--- src/rtl/tsort_pkg.sv ---
package tsort_pkg;

  // Number of compare-and-swap layers for 2**lg lanes.
  function automatic int layer_total(input int lg);
    return lg * (lg + 1) / 2;
  endfunction

  // log2 of the bitonic block size that layer s works on.
  function automatic int layer_block_lg(input int lg, input int s);
    int idx;
    int res;
    idx = 0;
    res = lg;
    for (int p = 1; p <= lg; p++) begin
      for (int q = p - 1; q >= 0; q--) begin
        if (idx == s) res = p;
        idx++;
      end
    end
    return res;
  endfunction

  // log2 of the lane distance between the partners in layer s.
  function automatic int layer_dist_lg(input int lg, input int s);
    int idx;
    int res;
    idx = 0;
    res = 0;
    for (int p = 1; p <= lg; p++) begin
      for (int q = p - 1; q >= 0; q--) begin
        if (idx == s) res = q;
        idx++;
      end
    end
    return res;
  endfunction

endpackage

--- src/rtl/tsort_rst_sync.sv ---
module tsort_rst_sync (
  input  logic clk,
  input  logic rst_n,
  output logic rst_sync_n
);

  logic [1:0] sync_q;

  always_ff @(posedge clk or negedge rst_n) begin
    if (!rst_n) sync_q <= 2'b00;
    else        sync_q <= {sync_q[0], 1'b1};
  end

  assign rst_sync_n = sync_q[1];

endmodule

--- src/rtl/tsort_cas_cell.sv ---
// One compare-and-swap cell: one key comparison steering four multiplexers.
module tsort_cas_cell #(
  parameter int VW     = 12,
  parameter int PW     = 5,
  parameter bit ASCEND = 1'b1
) (
  input  logic [VW-1:0] a_volt,
  input  logic [PW-1:0] a_pos,
  input  logic [VW-1:0] b_volt,
  input  logic [PW-1:0] b_pos,
  output logic [VW-1:0] lo_volt,
  output logic [PW-1:0] lo_pos,
  output logic [VW-1:0] hi_volt,
  output logic [PW-1:0] hi_pos
);

  logic swap;

  // Strict comparison: equal keys stay where they are.
  generate
    if (ASCEND) begin : g_up
      assign swap = (a_volt > b_volt);
    end else begin : g_down
      assign swap = (a_volt < b_volt);
    end
  endgenerate

  assign lo_volt = swap ? b_volt : a_volt;
  assign lo_pos  = swap ? b_pos  : a_pos;
  assign hi_volt = swap ? a_volt : b_volt;
  assign hi_pos  = swap ? a_pos  : b_pos;

endmodule

--- src/rtl/tsort_stage.sv ---
// One layer of compare-and-swap cells followed by its register bank.
module tsort_stage #(
  parameter int N       = 8,
  parameter int VW      = 12,
  parameter int PW      = 5,
  parameter int BLK_LG  = 1,
  parameter int DIST_LG = 0
) (
  input  logic          clk,
  input  logic          rst_n,
  input  logic          vld_i,
  input  logic [N*VW-1:0] volt_i,
  input  logic [N*PW-1:0] pos_i,
  output logic          vld_o,
  output logic [N*VW-1:0] volt_o,
  output logic [N*PW-1:0] pos_o
);

  localparam int DIST = 1 << DIST_LG;

  logic [VW-1:0] nxt_volt [N];
  logic [PW-1:0] nxt_pos  [N];
  logic [N*VW-1:0] nxt_volt_flat;
  logic [N*PW-1:0] nxt_pos_flat;

  generate
    for (genvar i = 0; i < N; i++) begin : g_lane
      if (((i >> DIST_LG) & 1) == 0) begin : g_pair
        localparam int  J  = i + DIST;
        localparam bit UP = (((i >> BLK_LG) & 1) == 0);
        tsort_cas_cell #(
          .VW     (VW),
          .PW     (PW),
          .ASCEND (UP)
        ) u_cell (
          .a_volt  (volt_i[i*VW +: VW]),
          .a_pos   (pos_i[i*PW +: PW]),
          .b_volt  (volt_i[J*VW +: VW]),
          .b_pos   (pos_i[J*PW +: PW]),
          .lo_volt (nxt_volt[i]),
          .lo_pos  (nxt_pos[i]),
          .hi_volt (nxt_volt[J]),
          .hi_pos  (nxt_pos[J])
        );
      end
    end
  endgenerate

  always_comb begin
    for (int k = 0; k < N; k++) begin
      nxt_volt_flat[k*VW +: VW] = nxt_volt[k];
      nxt_pos_flat[k*PW +: PW]  = nxt_pos[k];
    end
  end

  // Valid flag: reset, always clocked.
  always_ff @(posedge clk or negedge rst_n) begin
    if (!rst_n) vld_o <= 1'b0;
    else        vld_o <= vld_i;
  end

  // Data bank: loads only when a list is present.
  always_ff @(posedge clk) begin
    if (vld_i) begin
      volt_o <= nxt_volt_flat;
      pos_o  <= nxt_pos_flat;
    end
  end

endmodule

--- src/rtl/tagged_bitonic_sorter.sv ---
module tagged_bitonic_sorter #(
  parameter int N  = 8,
  parameter int VW = 12,
  parameter int PW = 5
) (
  input  logic                 clk,
  input  logic                 rst_n,
  input  logic                 in_valid,
  input  logic [$clog2(N):0]   in_count,
  input  logic [N*VW-1:0]      in_volt,
  input  logic [N*PW-1:0]      in_pos,
  output logic                 out_valid,
  output logic [N*VW-1:0]      out_volt,
  output logic [N*PW-1:0]      out_pos
);

  import tsort_pkg::*;

  localparam int LG   = $clog2(N);
  localparam int CW   = LG + 1;
  localparam int NSTG = layer_total(LG);

  logic rst_sync_n;

  logic                vchain [NSTG+1];
  logic [N*VW-1:0]     dchain [NSTG+1];
  logic [N*PW-1:0]     pchain [NSTG+1];

  tsort_rst_sync u_rst (
    .clk        (clk),
    .rst_n      (rst_n),
    .rst_sync_n (rst_sync_n)
  );

  // Replace lanes at or above in_count with fillers (voltage 0, position -1).
  always_comb begin
    for (int k = 0; k < N; k++) begin
      if (CW'(k) < in_count) begin
        dchain[0][k*VW +: VW] = in_volt[k*VW +: VW];
        pchain[0][k*PW +: PW] = in_pos[k*PW +: PW];
      end else begin
        dchain[0][k*VW +: VW] = '0;
        pchain[0][k*PW +: PW] = '1;
      end
    end
  end

  assign vchain[0] = in_valid;

  generate
    for (genvar s = 0; s < NSTG; s++) begin : g_layer
      tsort_stage #(
        .N       (N),
        .VW      (VW),
        .PW      (PW),
        .BLK_LG  (layer_block_lg(LG, s)),
        .DIST_LG (layer_dist_lg(LG, s))
      ) u_stage (
        .clk    (clk),
        .rst_n  (rst_sync_n),
        .vld_i  (vchain[s]),
        .volt_i (dchain[s]),
        .pos_i  (pchain[s]),
        .vld_o  (vchain[s+1]),
        .volt_o (dchain[s+1]),
        .pos_o  (pchain[s+1])
      );
    end
  endgenerate

  assign out_valid = vchain[NSTG];
  assign out_volt  = dchain[NSTG];
  assign out_pos   = pchain[NSTG];

endmodule

--- config.mk ---
export PLATFORM = sky130hd
export DESIGN_NAME = tagged_bitonic_sorter
export DESIGN_NICKNAME = d
export VERILOG_FILES = /design/src/rtl/tsort_pkg.sv /design/src/rtl/tsort_rst_sync.sv /design/src/rtl/tsort_cas_cell.sv /design/src/rtl/tsort_stage.sv /design/src/rtl/tagged_bitonic_sorter.sv
export SDC_FILE = /design/constraint.sdc
export NUM_CORES = 1
export LEC_CHECK = 0
export BUFFER_PORTS_ARGS = -buffer_cell sky130_fd_sc_hd__buf_4
export CELL_PAD_IN_SITES_DETAIL_PLACEMENT = 2
export CELL_PAD_IN_SITES_GLOBAL_PLACEMENT = 2
export CORE_UTILIZATION = 35
export DETAILED_ROUTE_END_ITERATION = 10
export GPL_TIMING_DRIVEN = 0
export PLACE_DENSITY_LB_ADDON = 0.15
export SYNTH_ARGS = -nofsm -noshare
export SYNTH_HDL_FRONTEND = slang
export SYNTH_SLANG_ARGS = --single-unit
--- constraint.sdc ---
create_clock -name clk -period 0.8 [get_ports clk]
set_clock_uncertainty 0.15 [all_clocks]
set_input_delay 0.08 -clock clk [delete_from_list [all_inputs] [get_ports clk]]
set_output_delay 0.08 -clock clk [all_outputs]
set_load 0.01 [all_outputs]
==> qor.csv <==
metric,value,unit
status,"complete, but fails checks",
violated checks,"negative hold slack, negative setup slack",
top_reg_cell synth,edfxtp_1,
Mapped Area,42870,µm²
Critical Path Start Type,register,
core area,121700,µm²
initial DRC count,1299,
share of layout cells above drive strength 1,50.43,%
Nets,4097,
unrepaired setup endpoints after global routing,true,
first-pass GRT wire length,196500,µm
pre-CTS setup slack,-2.594,ns
synth unique cells,41,
Die Ht,352.0,µm
GP Congestion,0.9209,
CTS tree,done,
drt total wl,143800,µm
die width,352.0,µm
# setup viols final,1676,
Post-synth ARST share,0.9709,%
largest net degree at the start of global routing,96,
Net Sw Power,0.07371,W
Synth area leaders,"edfxtp_1, mux2_2, ha_1",
hold wc startpoint,in_valid,
Fillers,11300,
adder-cell share of the synthesized area,8.230,%
Pleak,25.16,nW
sequential share of power,33.5,%
"Hold Vio Cnt, Final",174,
vias per inst,5.033,
max cap viols,0,
"Net Count, Synth",3366,
Rel. slew slack,41.85,%
clock transition at the registers of the reported paths,0.06,ns
"Data arrival, critical path",3.10,ns
maximum achievable frequency,353.8,MHz
I/O Pins,280,
number of synthesized flops with an enable pin,816,
Switching Fraction,32.53,%
Global Route Usage Sum,21.30,%
"count leader, synth",edfxtp_1,
wire per inst,26.77,µm
Post-DRT Antenna Nets,0,
Syn Area/Cell,14.58,µm²
setup TNS,-2109.11,ns
n_diodes,0,
DIE AREA,123900,µm²
CTS Root Buffer Type,clkbuf_16,
Tightest Hold Check Type,in2reg,
H-tree depth,3,
period utilization,353.3,%
Power Total,0.2266,W
Final WS setup,-2.027,ns
Clk pwr share,19.9,%
total CTS buffers,94,
Synth Area in Compound Gates,4.051,%
largest family of logic cells by synthesized area,multiplexers,
reg2reg start,g_layer[2].u_stage.volt_o[69]$_DFFE_PP_,
# hold bufs at CTS,42,
Buffers on Ports,277,
CP Class,reg2reg,
Comb pwr share,46.6,%
proportion of synthesized area in mux cells,21.04,%
Synth Instances,2941,
Yosys warning count,0,
Clock Sinks,824,
"Seq/Total Area, Yosys",57.62,%
via count,27040,
drt pass-1 iters,5,
WP data required,1.07,ns
Overflow after GRT,0,
P&R area growth vs syn,37.10,%
most instantiated cells after synthesis,"edfxtp_1, mux2_2, inv_1",
CTS Buffer Depth,3,
drt drc,0,
Crit. End Element,register,
Pint,0.1529,W
initial antenna violation count,6,
CP max FO,5,
Post-DP HPWL,102100,µm
Worst Tran Pin Value,0.8723,ns
std cell rows,128,
Synth Area in XOR/XNOR,0,%
post-synthesis register bit count,824,
Synth Area in Simple Gates,3.616,%
Hold WS,-0.4061,ns
Yosys top cell by area,edfxtp_1,
VDD IR max,1630,µV
Initial Utilization,35.22,%
Synth top area share,57.16,%
Clock Latency Late Sink,0.68,ns
launch point of the worst path,g_layer[2].u_stage.volt_o[69]$_DFFE_PP_,
Max Slew Vio Count,0,
PwrDens,3856,nW/µm²
vias in the first global route,29430,
Period minus WS final,2.827,ns
==> routing by layer <==
layer | vias to the layer above | wire length (µm) | track usage [%]
li1 | 12380 | - | -
met1 | 13900 | 58910 | 26.32
met2 | 550 | 75770 | 38.07
met3 | 201 | 4161 | 2.751
met4 | 6 | 4931 | 7.135
met5 | - | 46 | 0
==> what timing repair did <==
| action | CTS | global route |
|---|---|---|
| pin swaps | 68 | 107 |
| buffers inserted | 141 | 123 |
| cloned | 13 | 40 |
| endpoints found under the hold margin | 180 | 152 |
| gates resized for setup | 457 | 655 |
| setup endpoints to repair | 1637 | 1694 |
==> stage by stage <==
stage	instance area, µm²	hold slack [ns]	instances	utilization, %
after floorplan	43140	-0.3656	2941	-
after global placement	47250	-0.2866	4843	38.82
after detailed placement	47450	-0.2857	4850	38.98
after CTS	54350	-0.4498	5217	44.66
after global routing	58780	-0.4207	5373	48.29
final	58780	-0.4061	5373	48.29
==> registers in the layout, indices dropped and copies added (netlist names) <==
| name | count |
|---|---|
| g_layer.u_stage.pos_o | 240 |
| g_layer.u_stage.vld_o | 6 |
| g_layer.u_stage.volt_o | 576 |
| u_rst.sync_q | 2 |
==> kinds of logic after synthesis <==
logic type / after synthesis
flip-flops: 824
buffers and inverters: 471
other: 1
multiplexers: 816
AO/OA/AOI/OAI: 226
AND/OR/NAND/NOR: 321
adder cells (fa/ha/maj): 282
==> final cells by class <==
cell class | instances | area [µm²] | share of cell area [%]
Buffer | 182 | 2112 | 3.593
Clock buffer | 112 | 2462 | 4.189
Clock inverter | 60 | 728.2 | 1.239
Inverter | 285 | 1070 | 1.820
Multi-Input combinational cell | 1646 | 19550 | 33.26
Sequential cell | 824 | 24720 | 42.06
Tap cell | 1625 | 2033 | 3.459
Timing Repair Buffer | 639 | 6101 | 10.38
==> cells in the final DEF (no fill, tap or decap), types with 8 or more instances in the layout <==
cell	instances
nor2b_1	20
a211oi_2	9
nor2b_2	8
inv_2	50
nor2b_4	8
a21oi_1	65
buf_6	56
buf_4	593
nand3_1	15
mux2_2	161
mux2i_1	127
dlygate4sd3_1	42
clkbuf_16	133
ha_4	72
nand4_1	60
clkbuf_1	18
buf_12	46
buf_8	23
o21ai_0	9
or3_4	14
o41ai_4	14
a21oi_2	38
nand2b_1	9
nand2_4	22
nand2_2	16
nand2_1	78
mux2_4	515
buf_16	17
a21o_1	39
a211oi_4	8
ha_1	210
nor2_1	44
edfxtp_1	816
bufinv_16	16
inv_1	235
clkinv_1	19
o211ai_1	17
clkinv_2	11
==> power groups by stage <==
stage | logic (W) | clock network, W | registers [W]
6_report | 0.106 | 0.0451 | 0.0760
5_1_grt | 0.110 | 0.0475 | 0.0770
4_1_cts | 0.0864 | 0.0460 | 0.0754
3_5_place_dp | 0.0678 | 0 | 0.0762
3_3_place_gp | 0.0649 | 0 | 0.0759
2_1_floorplan | 0.0443 | 0 | 0.0707
==> final timing paths <==
kind / slack (ns) / cells past startpoint / end
max: -2.03 / 9 / g_layer[3].u_stage.pos_o[28]$_DFFE_PP_
min reg2reg: -0.02 / 0 / g_layer[5].u_stage.vld_o$_DFF_PN0_
max reg2reg: -2.03 / 9 / g_layer[3].u_stage.pos_o[28]$_DFFE_PP_
min in group asynchronous: -0.02 / 0 / g_layer[5].u_stage.vld_o$_DFF_PN0_
min: -0.41 / 1 / g_layer[0].u_stage.vld_o$_DFF_PN0_
max in group asynchronous: 0.24 / 0 / g_layer[1].u_stage.vld_o$_DFF_PN0_
==> critical path, cell delays in order (launching register included) <==
cell and delay [ns]:
edfxtp_1 0.47, inv_2 0.11, ha_4 0.20, a21o_1 0.18
a21oi_2 0.19, nor2b_2 0.07, o41ai_4 0.47, buf_4 0.26
buf_12 0.13, mux2_4 0.33
Note: power is estimated with default switching activity, not from simulation.
